## src/rtl/adc_rd_pkg.sv

```systemverilog
package adc_rd_pkg;

   typedef enum logic [1:0] {
      MODE_READ  = 2'd0,
      MODE_FORCE = 2'd1,
      MODE_CAL   = 2'd2,
      MODE_ALT   = 2'd3
   } rd_mode_e;

   typedef enum logic [2:0] {
      ST_IDLE,
      ST_WAIT,
      ST_HIGH,
      ST_LOW,
      ST_HOLD
   } rd_state_e;

   // pulses appended after the data word for each mode
   function automatic int unsigned extra_pulses(input rd_mode_e m);
      case (m)
         MODE_FORCE: return 1;
         MODE_CAL:   return 2;
         default:    return 0;
      endcase
   endfunction

endpackage

```

## src/rtl/adc_rd_sync.sv

```systemverilog
module adc_rd_sync #(
   parameter int STAGES = 2
) (
   input  logic clk,
   input  logic rst_n,
   input  logic din,
   output logic level_o,
   output logic fall_o
);

   logic [STAGES-1:0] pipe_q;
   logic              prev_q;

   generate
      if (STAGES < 2) begin : g_bad
         $error("adc_rd_sync: STAGES must be at least 2");
      end
      else if (STAGES == 2) begin : g_two
         always_ff @(posedge clk or negedge rst_n) begin
            if (!rst_n) pipe_q <= '1;
            else        pipe_q <= {pipe_q[0], din};
         end
      end
      else begin : g_many
         always_ff @(posedge clk or negedge rst_n) begin
            if (!rst_n) pipe_q <= '1;
            else        pipe_q <= {pipe_q[STAGES-2:0], din};
         end
      end
   endgenerate

   always_ff @(posedge clk or negedge rst_n) begin
      if (!rst_n) prev_q <= 1'b1;
      else        prev_q <= pipe_q[STAGES-1];
   end

   assign level_o = pipe_q[STAGES-1];
   assign fall_o  = prev_q & ~pipe_q[STAGES-1];

endmodule

```

## src/rtl/adc_rd_shift.sv

```systemverilog
module adc_rd_shift #(
   parameter int WIDTH = 24
) (
   input  logic             clk,
   input  logic             rst_n,
   input  logic             en,
   input  logic             bit_i,
   output logic [WIDTH-1:0] word_o
);

   always_ff @(posedge clk or negedge rst_n) begin
      if (!rst_n)  word_o <= '0;
      else if (en) word_o <= {word_o[WIDTH-2:0], bit_i};
   end

endmodule

```

## src/rtl/adc_rd_ctrl.sv

```systemverilog
module adc_rd_ctrl
   import adc_rd_pkg::*;
#(
   parameter int DATA_W   = 24,
   parameter int HALF_CYC = 4,
   parameter int HOLDOFF  = 64
) (
   input  logic       clk,
   input  logic       rst_n,
   input  logic       req_i,
   input  logic [1:0] mode_i,
   input  logic       ready_fall,
   output logic       sclk_o,
   output logic       busy_o,
   output logic       sample_en,
   output logic       valid_o
);

   localparam int CW = $clog2(HALF_CYC);
   localparam int PW = $clog2(DATA_W + 3);
   localparam int HW = $clog2(HOLDOFF + 1);

   rd_state_e       state_q;
   logic [CW-1:0]   cnt_q;
   logic [PW-1:0]   pcnt_q;
   logic [PW-1:0]   total_q;
   logic [HW-1:0]   hcnt_q;
   logic            cal_q;
   logic            valid_q;
   logic            phase_end;
   logic [PW-1:0]   pulse_next;
   rd_mode_e        mode_e;

   assign mode_e     = rd_mode_e'(mode_i);
   assign phase_end  = (cnt_q == CW'(HALF_CYC - 1));
   assign pulse_next = pcnt_q + PW'(1);

   always_ff @(posedge clk or negedge rst_n) begin
      if (!rst_n) begin
         state_q <= ST_IDLE;
         cnt_q   <= '0;
         pcnt_q  <= '0;
         total_q <= '0;
         hcnt_q  <= '0;
         cal_q   <= 1'b0;
         valid_q <= 1'b0;
      end
      else begin
         valid_q <= 1'b0;
         case (state_q)
            ST_IDLE: begin
               if (req_i) begin
                  state_q <= ST_WAIT;
                  cal_q   <= (mode_e == MODE_CAL);
                  total_q <= PW'(DATA_W + int'(extra_pulses(mode_e)));
               end
            end
            ST_WAIT: begin
               if (ready_fall) begin
                  state_q <= ST_HIGH;
                  cnt_q   <= '0;
                  pcnt_q  <= '0;
               end
            end
            ST_HIGH: begin
               if (phase_end) begin
                  state_q <= ST_LOW;
                  cnt_q   <= '0;
               end
               else cnt_q <= cnt_q + CW'(1);
            end
            ST_LOW: begin
               if (phase_end) begin
                  cnt_q  <= '0;
                  pcnt_q <= pulse_next;
                  if (pulse_next == PW'(DATA_W)) valid_q <= 1'b1;
                  if (pulse_next == total_q) begin
                     state_q <= cal_q ? ST_HOLD : ST_IDLE;
                     hcnt_q  <= '0;
                  end
                  else state_q <= ST_HIGH;
               end
               else cnt_q <= cnt_q + CW'(1);
            end
            ST_HOLD: begin
               if (hcnt_q == HW'(HOLDOFF - 1)) state_q <= ST_IDLE;
               else                             hcnt_q  <= hcnt_q + HW'(1);
            end
            default: state_q <= ST_IDLE;
         endcase
      end
   end

   assign sclk_o    = (state_q == ST_HIGH);
   assign busy_o    = (state_q != ST_IDLE);
   assign sample_en = (state_q == ST_LOW) && phase_end && (pcnt_q < PW'(DATA_W));
   assign valid_o   = valid_q;

endmodule

```

## src/rtl/adc_rd_master.sv

```systemverilog
module adc_rd_master #(
   parameter int DATA_W      = 24,
   parameter int HALF_CYC    = 4,
   parameter int HOLDOFF     = 64,
   parameter int SYNC_STAGES = 2
) (
   input  logic              clk,
   input  logic              rst_n,
   input  logic              req_i,
   input  logic [1:0]        mode_i,
   output logic              sclk_o,
   input  logic              dout_i,
   output logic [DATA_W-1:0] data_o,
   output logic              valid_o,
   output logic              busy_o
);

   generate
      if (HALF_CYC < 2) begin : g_chk_half
         $error("adc_rd_master: HALF_CYC must be at least 2");
      end
      if (DATA_W < 2) begin : g_chk_width
         $error("adc_rd_master: DATA_W must be at least 2");
      end
      if (HOLDOFF < 1) begin : g_chk_hold
         $error("adc_rd_master: HOLDOFF must be at least 1");
      end
   endgenerate

   logic line_s;
   logic line_fall;
   logic sample_en;
   logic ctrl_busy;
   logic ready_fall;

   adc_rd_sync #(.STAGES(SYNC_STAGES)) u_sync (
      .clk     (clk),
      .rst_n   (rst_n),
      .din     (dout_i),
      .level_o (line_s),
      .fall_o  (line_fall)
   );

   // ready events only count while a request waits; the controller
   // masks them itself in every other state
   assign ready_fall = line_fall & ctrl_busy;

   adc_rd_ctrl #(
      .DATA_W   (DATA_W),
      .HALF_CYC (HALF_CYC),
      .HOLDOFF  (HOLDOFF)
   ) u_ctrl (
      .clk        (clk),
      .rst_n      (rst_n),
      .req_i      (req_i),
      .mode_i     (mode_i),
      .ready_fall (ready_fall),
      .sclk_o     (sclk_o),
      .busy_o     (ctrl_busy),
      .sample_en  (sample_en),
      .valid_o    (valid_o)
   );

   adc_rd_shift #(.WIDTH(DATA_W)) u_shift (
      .clk    (clk),
      .rst_n  (rst_n),
      .en     (sample_en),
      .bit_i  (line_s),
      .word_o (data_o)
   );

   assign busy_o = ctrl_busy;

endmodule

```

## config.mk

```make
export PLATFORM = sky130hd
export DESIGN_NAME = adc_rd_master
export DESIGN_NICKNAME = d
export VERILOG_FILES = /design/src/rtl/adc_rd_pkg.sv /design/src/rtl/adc_rd_sync.sv /design/src/rtl/adc_rd_shift.sv /design/src/rtl/adc_rd_ctrl.sv /design/src/rtl/adc_rd_master.sv
export SDC_FILE = /design/constraint.sdc
export NUM_CORES = 1
export LEC_CHECK = 0
export ABC_AREA = 1
export BUFFER_PORTS_ARGS = -buffer_cell sky130_fd_sc_hd__buf_2
export CORE_AREA = 2 2 64 126
export DETAILED_ROUTE_END_ITERATION = 6
export DIE_AREA = 0 0 66 128
export GPL_TIMING_DRIVEN = 0
export PLACE_DENSITY = 0.57
export SLEW_MARGIN = 20
export SYNTH_ARGS = -nofsm -noshare
export SYNTH_HDL_FRONTEND = slang
export SYNTH_HIERARCHICAL = 1
export SYNTH_SLANG_ARGS = --single-unit
export TNS_END_PERCENT = 20
```

## constraint.sdc

```tcl
create_clock -name clk -period 3.2 [get_ports clk]
set_clock_uncertainty 0.15 [all_clocks]
set_input_delay 0.16 -clock clk [delete_from_list [all_inputs] [get_ports clk]]
set_output_delay 0.16 -clock clk [all_outputs]
set_load 0.02 [all_outputs]
```

==> results of run 1 <==
[metrics by stage]
| stage | instance area, sq um | hold WS (ps) | instances |
|---|---|---|---|
| after CTS | 2820 | 23.5 | 409 |
| after global routing | 2820 | 56.2 | 409 |
| after global placement | 2610 | 120 | 396 |
| final | 2820 | 8.77 | 409 |
| after detailed placement | 2630 | 103 | 397 |
| after floorplan | 2330 | -286 | 270 |
[layout make-up]
class,count,share of cell area
inverters,25,0.0359
multi-input cells,191,0.335
flip-flops and latches,48,0.427
well taps,94,0.0417
clock buffers,7,0.0505
repair buffers,37,0.0807
clock inverters,1,0.00266
plain buffers,6,0.0266
[repair_timing]
action,4_1_cts,5_1_grt
hold endpoints to repair,26,0
setup endpoints to repair,0,0
hold buffers,4,0
[layer usage]
metal,up-vias,track usage
li1,938,-
met1,898,0.137
met2,37,0.224
met3,9,0.0316
met4,0,0.0756
met5,-,0
[cells in the final DEF (no fill, tap or decap), types with 2 or more instances in the layout]
master,synthesis,final
sky130_fd_sc_hd__nand3_1,18,18
sky130_fd_sc_hd__xor2_1,3,3
sky130_fd_sc_hd__ha_1,4,4
sky130_fd_sc_hd__buf_2,1,33
sky130_fd_sc_hd__nand2_2,13,13
sky130_fd_sc_hd__inv_1,23,23
sky130_fd_sc_hd__dfrtp_1,45,45
sky130_fd_sc_hd__nand3_2,2,2
sky130_fd_sc_hd__a21oi_1,2,2
sky130_fd_sc_hd__nand4_1,6,6
sky130_fd_sc_hd__dlygate4sd3_1,0,4
sky130_fd_sc_hd__nand2_1,107,107
sky130_fd_sc_hd__buf_6,2,2
sky130_fd_sc_hd__nor3_1,2,2
sky130_fd_sc_hd__clkbuf_16,0,5
sky130_fd_sc_hd__nor2_1,12,12
sky130_fd_sc_hd__dfstp_2,3,3
sky130_fd_sc_hd__o21ai_0,6,6
sky130_fd_sc_hd__nor2_2,3,3
sky130_fd_sc_hd__clkbuf_8,2,3
[state kept, by name (all words and copies together) (netlist names)]
register,flops
u_ctrl/cnt_q,2
u_ctrl/state_q,3
u_ctrl/total_q,3
u_ctrl/hcnt_q,7
u_sync/prev_q,1
u_sync/pipe_q,2
u_shift/word_o,24
u_ctrl/valid_o,1
u_ctrl/pcnt_q,5
[synthesized netlist by cell type (all sizes together), types with 2 or more instances]
cell type	count	share of area
inv	25	0.044
dfrtp	45	0.48
nand4	7	0.022
dfstp	3	0.034
xor2	3	0.011
nand3	20	0.047
clkbuf	2	0.012
nand2	120	0.21
nor3	3	0.011
a21oi	2	0.0043
nor2	16	0.032
o21ai	8	0.022
ha	4	0.022
buf	4	0.020
[path summary, 6_finish.rpt]
kind / startpoint / to / slack, ps / cells after the start
worst max-delay path: u_ctrl/pcnt_q[0] / u_ctrl/hcnt_q[1] / 1200 / 7
worst min-delay path: mode_i[1] / u_ctrl/total_q[0] / 9 / 4
worst max register to register: u_ctrl/pcnt_q[0] / u_ctrl/hcnt_q[1] / 1200 / 7
worst min register to register: u_sync/pipe_q[0] / u_sync/pipe_q[1] / 210 / 0
max in group asynchronous: rst_n / u_shift/word_o[21] / 2060 / 3
min in group asynchronous: rst_n / u_ctrl/pcnt_q[1] / 290 / 2
[power by group]
group	internal (uW)	switching [uW]
clock network	311	224
registers	689	87.2
logic	227	372
[worst max-delay path: stages, from the launching register on]
cell and delay, ps:
sky130_fd_sc_hd__dfrtp_1 480, sky130_fd_sc_hd__ha_1 300, sky130_fd_sc_hd__xor2_1 230, sky130_fd_sc_hd__nor3_4 250, sky130_fd_sc_hd__nand3_2 230, sky130_fd_sc_hd__nand2_2 180, sky130_fd_sc_hd__nand2_1 60, sky130_fd_sc_hd__nand2_1 60
[cell families after synthesis]
| group | after synthesis |
|---|---|
| buf+inv | 31 |
| simple gates | 168 |
| compound gates | 14 |
| xor+xnor | 4 |
| fa+ha+maj | 4 |
| flops | 48 |
| mux | 1 |
==> reports/qor.yml, run 1 <==
placed_design:
  gpl.final_weighted_congestion: 0.840
  dp_worst_setup_slack_ps: 1190
  portBuffers: 32
  detailedPlacementHpwl_mm: 3.55
floorplan:
  initial_utilization: 0.308
  vertical_extent_of_the_die_um: 128
  area_enclosed_by_the_die_boundary_sq_um: 8450
  number_of_ports_placed_on_the_die_boundary: 33
  std_cell_rows: 45
  core_area_sq_um: 7540
  die_w_um: 66
drt:
  drt_first_iter_violations: 149
  firstDrtPassIters: 4
  detail_route.vias_per_cell: 4.60
  wirelength_mm: 4.79
  drc_violations: 0
  detail_route.wl_per_cell_um: 11.7
  detailroute.wirelength.met2_mm: 2.60
  route.top_layer_used: "met4"
  num_vias: 1882
  detail-route-antenna-nets: 0
  routedLengthMet1_mm: 1.87
  met3_routed_wl_um: 182
timing:
  worst_pin_slew_ps: 733
  final_critical_path_setup_slack_ps: 1200
  timing.final.crit_period_ps: 2000
  max_freq_mhz: 500
  timing.final.setup_violations: 0
  final-hold-violation-count: 0
  timing.final.max_slew_violations: 0
  timing.final.crit_share: 0.625
  finalSetupTns_ps: 0
  max-slew-margin-rel: 0.508
  rsz0062_at_grt: "no"
synthesis:
  synthesis.yosys.warnings: 6
  synthArstFlopShare: 1.00
  synth_seq_cells: 48
  synth.mux.area_fraction: 0.00430
  synth.distinct_cells: 34
  synth_compound_gate_area_share: 0.0398
  synth_top_family_by_area: "simple AND/OR/NAND/NOR gates"
  synth_top_flop_cell: "sky130_fd_sc_hd__dfrtp_1"
  synth-simple-area-share: 0.326
  post_synth_fa_ha_maj_area_fraction: 0.0215
  synth.cell_area_sq_um: 2330
  synth-edff-count: 0
  syn_area_per_cell_sq_um: 8.62
  postSynthCellCount: 270
  ys_seq_area_frac: 0.518
  yosys.area_share.xor_xnor: 0.0151
  synth_fp_nets: 280
critical_path:
  startpoint_type: "register"
  setup.worst_path.class: "register to register"
  cp_data_required_time_ps: 3280
  worstSetupEndpointType: "register"
  crit_arrival_ps: 2080
  worstPathMaxFanout: 8
clocking:
  clkSinkCount: 48
  tritoncts_clock_tree: "built"
  numCtsBuffers: 5
  htree_num_levels: 2
  post_cts.resized_instances: 0
  cts_setup_buffers: 0
  clkTransAtPathRegs_ps: 70
  cts.path.max_buffers: 2
  ctsRootBufferMaster: "sky130_fd_sc_hd__clkbuf_16"
  clk_latency_ps: 290
finish:
  multi_input_combinational_cell_area_sq_um: 946
  final_util: 0.374
  final_nets: 324
  final_layout_size_suffix_gt1_frac: 0.238
  flow.area_growth_from_synthesis_pct: 21.3
  fillers: 793
  ff_latch_area_sq_um: 1200
  ant_diodes: 0
min_path:
  worst_hold_path_type: "input pin to register"
pwr:
  cellLeakagePower_uw: 0.00156
  p_per_area_nw_per_um2: 677
  design_power_total_uw: 1910
  ir_worst_vdd_uv: 235
global_route:
  grt_overflow: 0
  grt_antenna_before_repair: 0
  grtUsageTotal: 0.129
  grt_start_max_net_pins: 29
  first_global_vias: 1773
  grt_first_pass_wirelength_mm: 8.28
run:
  maxCapViolations: 0
status:
  status: "complete, no violations"
Note: power is estimated with default switching activity, not from simulation.
==> run 2: changes to the inputs <==
--- a/config.mk
+++ b/config.mk
@@ -11,7 +11,7 @@
 export DETAILED_ROUTE_END_ITERATION = 6
 export DIE_AREA = 0 0 66 128
 export GPL_TIMING_DRIVEN = 0
-export PLACE_DENSITY = 0.57
+export PLACE_DENSITY = 0.59
 export SLEW_MARGIN = 20
 export SYNTH_ARGS = -nofsm -noshare
 export SYNTH_HDL_FRONTEND = slang
==> constraint.sdc (replaced) <==
create_clock -name clk -period 1.7 [get_ports clk]
set_clock_uncertainty 0.15 [all_clocks]
set_input_delay 0.085 -clock clk [delete_from_list [all_inputs] [get_ports clk]]
set_output_delay 0.085 -clock clk [all_outputs]
set_load 0.02 [all_outputs]
==> reports/qor.yml, run 2 (synthesized netlist as in run 1, its figures left out) <==
finish:
  layout.cells.most_common_list: "sky130_fd_sc_hd__nand2_1 (104), sky130_fd_sc_hd__dfrtp_1 (42), sky130_fd_sc_hd__buf_2 (32)"  # was sky130_fd_sc_hd__nand2_1 (107), sky130_fd_sc_hd__dfrtp_1 (45), sky130_fd_sc_hd__buf_2 (33)
  final_util: 0.402  # was 0.374
  final_nets: 336  # was 324
  reg_top3: "u_shift/word_o: 24 flops, u_ctrl/hcnt_q: 7 flops, u_ctrl/pcnt_q: 5 flops"  # unchanged
  fillers: 768  # was 793
  ant_diodes: 0  # unchanged
  mostFrequentLayoutCell: "sky130_fd_sc_hd__nand2_1"  # unchanged
  number_of_flip_flops_in_the_largest_register: 24  # unchanged
  fin_area_sq_um: 3040  # was 2820 sq um
  registers.top_by_ff_count: "u_shift/word_o"  # unchanged
  final_layout_size_suffix_gt1_frac: 0.317  # was 0.238
  flow.area_growth_from_synthesis_pct: 30.4  # was 21.3%
  fin_cells: 419  # was 409
critical_path:
  crit_arrival_ps: 1820  # was 2080 ps
  setup.worst_path.class: "register to register"  # unchanged
  worstPathMaxFanout: 8  # unchanged
  startpoint_type: "register"  # unchanged
  cp_data_required_time_ps: 1770  # was 3280 ps
  worstSetupEndpointType: "register"  # unchanged
drt:
  num_vias: 1914  # was 1882
  drt_first_iter_violations: 53  # was 149
  wirelength_mm: 4.93  # was 4.79 mm
  drc_violations: 0  # unchanged
  firstDrtPassIters: 4  # unchanged
  detail_route.wl_per_cell_um: 11.8  # was 11.7 um
  detail-route-antenna-nets: 0  # unchanged
  detail_route.vias_per_cell: 4.57  # was 4.60
floorplan:
  die_w_um: 66  # unchanged
  std_cell_rows: 45  # unchanged
  vertical_extent_of_the_die_um: 128  # unchanged
  core_area_sq_um: 7540  # unchanged
  number_of_ports_placed_on_the_die_boundary: 33  # unchanged
  initial_utilization: 0.308  # unchanged
  area_enclosed_by_the_die_boundary_sq_um: 8450  # unchanged
placed_design:
  dp_worst_setup_slack_ps: -292  # was 1190 ps
  detailedPlacementHpwl_mm: 3.37  # was 3.55 mm
  gpl.final_weighted_congestion: 0.816  # was 0.840
  placed_area_sq_um: 2610  # was 2630 sq um
  portBuffers: 32  # unchanged
  place_inst: 396  # was 397
timing:
  timing.final.max_slew_violations: 0  # unchanged
  final-hold-violation-count: 0  # unchanged
  max_freq_mhz: 571  # was 500 MHz
  timing.final.crit_share: 1.03  # was 0.625
  max-slew-margin-rel: 0.588  # was 0.508
  rsz0062_at_grt: "yes"  # was no
  worst_pin_slew_ps: 618  # was 733 ps
  timing.final.crit_period_ps: 1750  # was 2000 ps
  final_critical_path_setup_slack_ps: -51.9  # was 1200 ps
  timing.final.setup_violations: 10  # was 0
global_route:
  grt_antenna_before_repair: 0  # unchanged
  first_global_vias: 1853  # was 1773
  grtUsageTotal: 0.125  # was 0.129
  grt_start_max_net_pins: 49  # was 29
  grt_overflow: 0  # unchanged
  grt_first_pass_wirelength_mm: 8.20  # was 8.28 mm
pwr:
  cellLeakagePower_uw: 0.00161  # was 0.00156 uW
  p_per_area_nw_per_um2: 1300  # was 677 nW/um^2
  ir_worst_vdd_uv: 581  # was 235 uV
clocking:
  clkTransAtPathRegs_ps: 60  # was 70 ps
  cts.path.max_buffers: 2  # unchanged
  ctsRootBufferMaster: "sky130_fd_sc_hd__clkbuf_16"  # unchanged
  clk_latency_ps: 280  # was 290 ps
  clkSinkCount: 48  # unchanged
  numCtsBuffers: 5  # unchanged
  tritoncts_clock_tree: "built"  # unchanged
  htree_num_levels: 2  # unchanged
run:
  maxCapViolations: 0  # unchanged
status:
  failed_checks: "setup timing"
  status: "complete, but fails checks"  # was complete, no violations
min_path:
  worst_hold_path_type: "input pin to register"  # unchanged
-- run 2: cell count changes in the layout (fill, tap and decap cells not counted), sizes merged --
cell and change:
clkbuf -2, bufinv +1, buf +12, clkinvlp -1
-- run 2: path summary, 6_finish.rpt --
path	slack (ps)	end	start	depth (start not counted)
max	-50	u_ctrl/hcnt_q[0]	u_ctrl/pcnt_q[0]	7
min reg2reg	210	u_sync/pipe_q[1]	u_sync/pipe_q[0]	0
max in group asynchronous	730	u_ctrl/hcnt_q[0]	rst_n	2
min in group asynchronous	210	u_ctrl/total_q[1]	rst_n	2
min	50	u_ctrl/total_q[3]	req_i	3
max reg2reg	-50	u_ctrl/hcnt_q[0]	u_ctrl/pcnt_q[0]	7
-- run 2: power breakdown --
part | leakage, uW | switching, uW | internal, uW
registers | 0.000635 | 169 | 1300
logic | 0.000900 | 815 | 584
clock network | 0.0000757 | 390 | 677
-- run 2: timing repair --
item                                    CTS  global route
hold buffers                              4             0
setup buffers                             4             9
endpoints found under the hold margin    48             0
endpoints found under the setup margin   39            37
pin swaps                                 4             9
gates resized for setup                  15            13
-- run 2: critical path, stage by stage (launching register included) --
cell,delay (ps)
sky130_fd_sc_hd__dfrtp_2,470
sky130_fd_sc_hd__ha_4,220
sky130_fd_sc_hd__xor2_4,200
sky130_fd_sc_hd__nor3_4,250
sky130_fd_sc_hd__nand3_4,170
sky130_fd_sc_hd__nand2_4,120
sky130_fd_sc_hd__nand2_1,50
sky130_fd_sc_hd__nand2_1,50
-- run 2: per-layer routing --
metal | vias to the layer above | track usage | share of wire | wire (um)
met4 | 0 | 0.0660 | 0.026 | 128
met2 | 35 | 0.232 | 0.55 | 2710
met1 | 915 | 0.126 | 0.39 | 1930
met5 | - | 0 | 0 | 0
met3 | 8 | 0.0237 | 0.032 | 158
li1 | 956 | - | - | -
-- run 2: cell type report --
type	instances	area (sq um)	area share
plain buffers	6	75.1	0.0247
clock buffers	5	125	0.0412
clock inverters	1	30.0	0.00989
inverters	25	101	0.0334
multi-input cells	191	1080	0.355
flip-flops and latches	48	1210	0.398
well taps	94	118	0.0387
repair buffers	49	300	0.0989
-- run 2: stage by stage --
stage / hold slack [ps] / setup TNS (ps) / power (uW)
2_1_floorplan: -361 / 0 / 2290
3_3_place_gp: 42.6 / -8680 / 2570
3_5_place_dp: -0.912 / -9330 / 2590
4_1_cts: 43.7 / -994 / 3850
5_1_grt: 63.6 / -3730 / 4190
6_report: 52.4 / -339 / 3940
==> run 3: changes to the inputs <==
--- a/config.mk
+++ b/config.mk
@@ -6,12 +6,12 @@
 export NUM_CORES = 1
 export LEC_CHECK = 0
 export ABC_AREA = 1
-export BUFFER_PORTS_ARGS = -buffer_cell sky130_fd_sc_hd__buf_2
 export CORE_AREA = 2 2 64 126
 export DETAILED_ROUTE_END_ITERATION = 6
 export DIE_AREA = 0 0 66 128
+export DONT_BUFFER_PORTS = 1
 export GPL_TIMING_DRIVEN = 0
-export PLACE_DENSITY = 0.59
+export PLACE_DENSITY = 0.55
 export SLEW_MARGIN = 20
 export SYNTH_ARGS = -nofsm -noshare
 export SYNTH_HDL_FRONTEND = slang
==> reports/qor.yml, run 3 (synthesized netlist as in run 1, its figures left out) <==
pwr:
  p_per_area_nw_per_um2: 1300  # about the same
  pwr-share-comb: 0.338  # was 0.355
  pwr-share-clk: 0.247  # was 0.271
  seq_power_share: 0.415  # was 0.373
  ir_worst_vdd_uv: 704  # was 581 uV
  switching_share: 0.367  # was 0.349
  power_switching_uw: 1380  # about the same
  power_report.internal_total_uw: 2380  # was 2560 uW
  cellLeakagePower_uw: 0.00144  # was 0.00161 uW
timing:
  final_critical_path_setup_slack_ps: -35.3  # was -51.9 ps
  timing.final.crit_share: 1.02  # was 1.03
  max-slew-margin-rel: 0.799  # was 0.588
  timing.final.crit_period_ps: 1740  # was 1750 ps
  worst_pin_slew_ps: 301  # was 618 ps
  final-hold-violation-count: 0  # unchanged
  max_freq_mhz: 576  # was 571 MHz
  rsz0062_at_grt: "yes"  # unchanged
  timing.final.max_slew_violations: 0  # unchanged
  timing.final.setup_violations: 9  # was 10
finish:
  fillers: 782  # was 768
  number_of_flip_flops_in_the_largest_register: 24  # unchanged
  ff_latch_area_sq_um: 1210  # about the same
  mostFrequentLayoutCell: "sky130_fd_sc_hd__nand2_1"  # unchanged
  fin_cells: 389  # was 419
  flow.area_growth_from_synthesis_pct: 24.2  # was 30.4%
  registers.top_by_ff_count: "u_shift/word_o"  # unchanged
  reg_top3: "u_shift/word_o: 24 flops, u_ctrl/hcnt_q: 7 flops, u_ctrl/pcnt_q: 5 flops"  # unchanged
  multi_input_combinational_cell_area_sq_um: 1080  # about the same
  final_nets: 305  # was 336
  layout.cells.most_common_list: "sky130_fd_sc_hd__nand2_1 (102), sky130_fd_sc_hd__dfrtp_1 (41), sky130_fd_sc_hd__inv_1 (20)"  # was sky130_fd_sc_hd__nand2_1 (104), sky130_fd_sc_hd__dfrtp_1 (42), sky130_fd_sc_hd__buf_2 (32)
  final_util: 0.383  # was 0.402
  final_layout_size_suffix_gt1_frac: 0.261  # was 0.317
  ant_diodes: 0  # unchanged
clocking:
  clkTransAtPathRegs_ps: 60  # about the same
  clk_latency_ps: 290  # was 280 ps
  tritoncts_clock_tree: "built"  # unchanged
  cts.path.max_buffers: 2  # unchanged
  numCtsBuffers: 5  # unchanged
  ctsRootBufferMaster: "sky130_fd_sc_hd__clkbuf_16"  # unchanged
  clkSinkCount: 48  # unchanged
  htree_num_levels: 2  # unchanged
status:
  status: "complete, but fails checks"  # unchanged
  failed_checks: "setup timing"  # unchanged
global_route:
  first_global_vias: 1803  # was 1853
  grt_start_max_net_pins: 49  # unchanged
  grtUsageTotal: 0.127  # was 0.125
  grt_antenna_before_repair: 0  # unchanged
  grt_overflow: 0  # unchanged
  grt_first_pass_wirelength_mm: 8.19  # was 8.20 mm
drt:
  detail-route-antenna-nets: 0  # unchanged
  num_vias: 1818  # was 1914
  detail_route.vias_per_cell: 4.67  # was 4.57
  drt_first_iter_violations: 95  # was 53
  wirelength_mm: 5.03  # was 4.93 mm
  routedLengthMet1_mm: 1.86  # was 1.93 mm
  detail_route.wl_per_cell_um: 12.9  # was 11.8 um
  firstDrtPassIters: 4  # unchanged
  drc_violations: 0  # unchanged
  detailroute.wirelength.met2_mm: 2.81  # was 2.71 mm
  route.top_layer_used: "met4"  # unchanged
  met3_routed_wl_um: 227  # was 158 um
critical_path:
  crit_arrival_ps: 1810  # was 1820 ps
  cp_common_cell: "sky130_fd_sc_hd__nand2_1"  # unchanged
  setup.worst_path.class: "register to register"  # unchanged
  cpLargestDelayFamily: "simple AND/OR/NAND/NOR gates"  # unchanged
  timing.reg2reg.worst_path_depth: 7  # unchanged
  worstPathMaxFanout: 8  # unchanged
  worstSetupPathDepth: 7  # unchanged
  critical_path.slowest_cell: "sky130_fd_sc_hd__dfrtp_2"  # unchanged
  startpoint_type: "register"  # unchanged
  cp_data_required_time_ps: 1770  # about the same
  worstSetupEndpointType: "register"  # unchanged
  worstPathCellList: "ha_4 > xor2_4 > nor3_4 > nand3_4 > nand2_4 > nand2_1 > nand2_1"  # unchanged
  max_stage_delay_ps: 470  # about the same
  worst-path-buf-inv: 0  # unchanged
floorplan:
  number_of_ports_placed_on_the_die_boundary: 33  # unchanged
  core_area_sq_um: 7540  # unchanged
  std_cell_rows: 45  # unchanged
  die_w_um: 66  # unchanged
  initial_utilization: 0.308  # unchanged
  area_enclosed_by_the_die_boundary_sq_um: 8450  # unchanged
  vertical_extent_of_the_die_um: 128  # unchanged
placed_design:
  portBuffers: 0  # was 32
  dp_worst_setup_slack_ps: -382  # was -292 ps
  place_inst: 364  # was 396
  gpl.final_weighted_congestion: 0.838  # was 0.816
  detailedPlacementHpwl_mm: 3.34  # was 3.37 mm
min_path:
  worst_hold_path_type: "input pin to async pin"  # was input pin to register
run:
  maxCapViolations: 0  # unchanged
[run 3: changes by cell type in the layout (fill, tap and decap cells not counted), sizes merged]
cell         change
clkbuf           +1
dlygate4sd3      +1
buf             -32
clkinv           +1
bufinv           -1
[run 3: power groups by stage]
stage / Clock (uW) / Sequential (uW) / Combinational (uW)
after global routing: 1010 / 1580 / 1430
after floorplan: 0 / 1510 / 781
final: 931 / 1560 / 1270
after CTS: 971 / 1560 / 1250
after detailed placement: 0 / 1560 / 922
after global placement: 0 / 1560 / 920
[run 3: path summary, 6_finish.rpt]
path                                     to  slack (ps)        startpoint
min reg2reg                u_sync/pipe_q[1]         210  u_sync/pipe_q[0]
max in group asynchronous     u_sync/prev_q         950             rst_n
min in group clk           u_sync/pipe_q[0]         200            dout_i
max                        u_ctrl/hcnt_q[3]         -40  u_ctrl/pcnt_q[0]
max reg2reg                u_ctrl/hcnt_q[3]         -40  u_ctrl/pcnt_q[0]
min                        u_ctrl/hcnt_q[2]         190             rst_n
[run 3: final cells by class]
type | instances | area share
Clock buffer | 6 | 0.0446
Sequential cell | 48 | 0.418
Inverter | 25 | 0.0350
Tap cell | 94 | 0.0407
Buffer | 6 | 0.0273
Timing Repair Buffer | 18 | 0.0580
Multi-Input combinational cell | 191 | 0.374
Clock inverter | 1 | 0.00173
[run 3: repair_timing]
item                       4_1_cts  5_1_grt
hold endpoints to repair        53        0
setup endpoints to repair       39       39
gates resized for setup         24       10
pin swaps                        9        7
cloned                           0        0
hold buffers                     6        0
buffers inserted                11        1
[run 3: metal layers]
layer	vias to the layer above	track usage
met1	865	0.128
met3	11	0.0307
met2	44	0.232
met5	-	0
li1	898	-
met4	0	0.0660
[run 3: per-stage QoR]
step                      hold WS [ps]  power (uW)  cell area (sq um)  setup TNS, ps
after floorplan                   -361        2290               2330              0
after global placement            -360        2480               2440          -9150
after detailed placement          -360        2490               2440          -9820
after CTS                          195        3770               2850           -330
after global routing               191        4020               2890          -2490
final                              186        3760               2890           -234
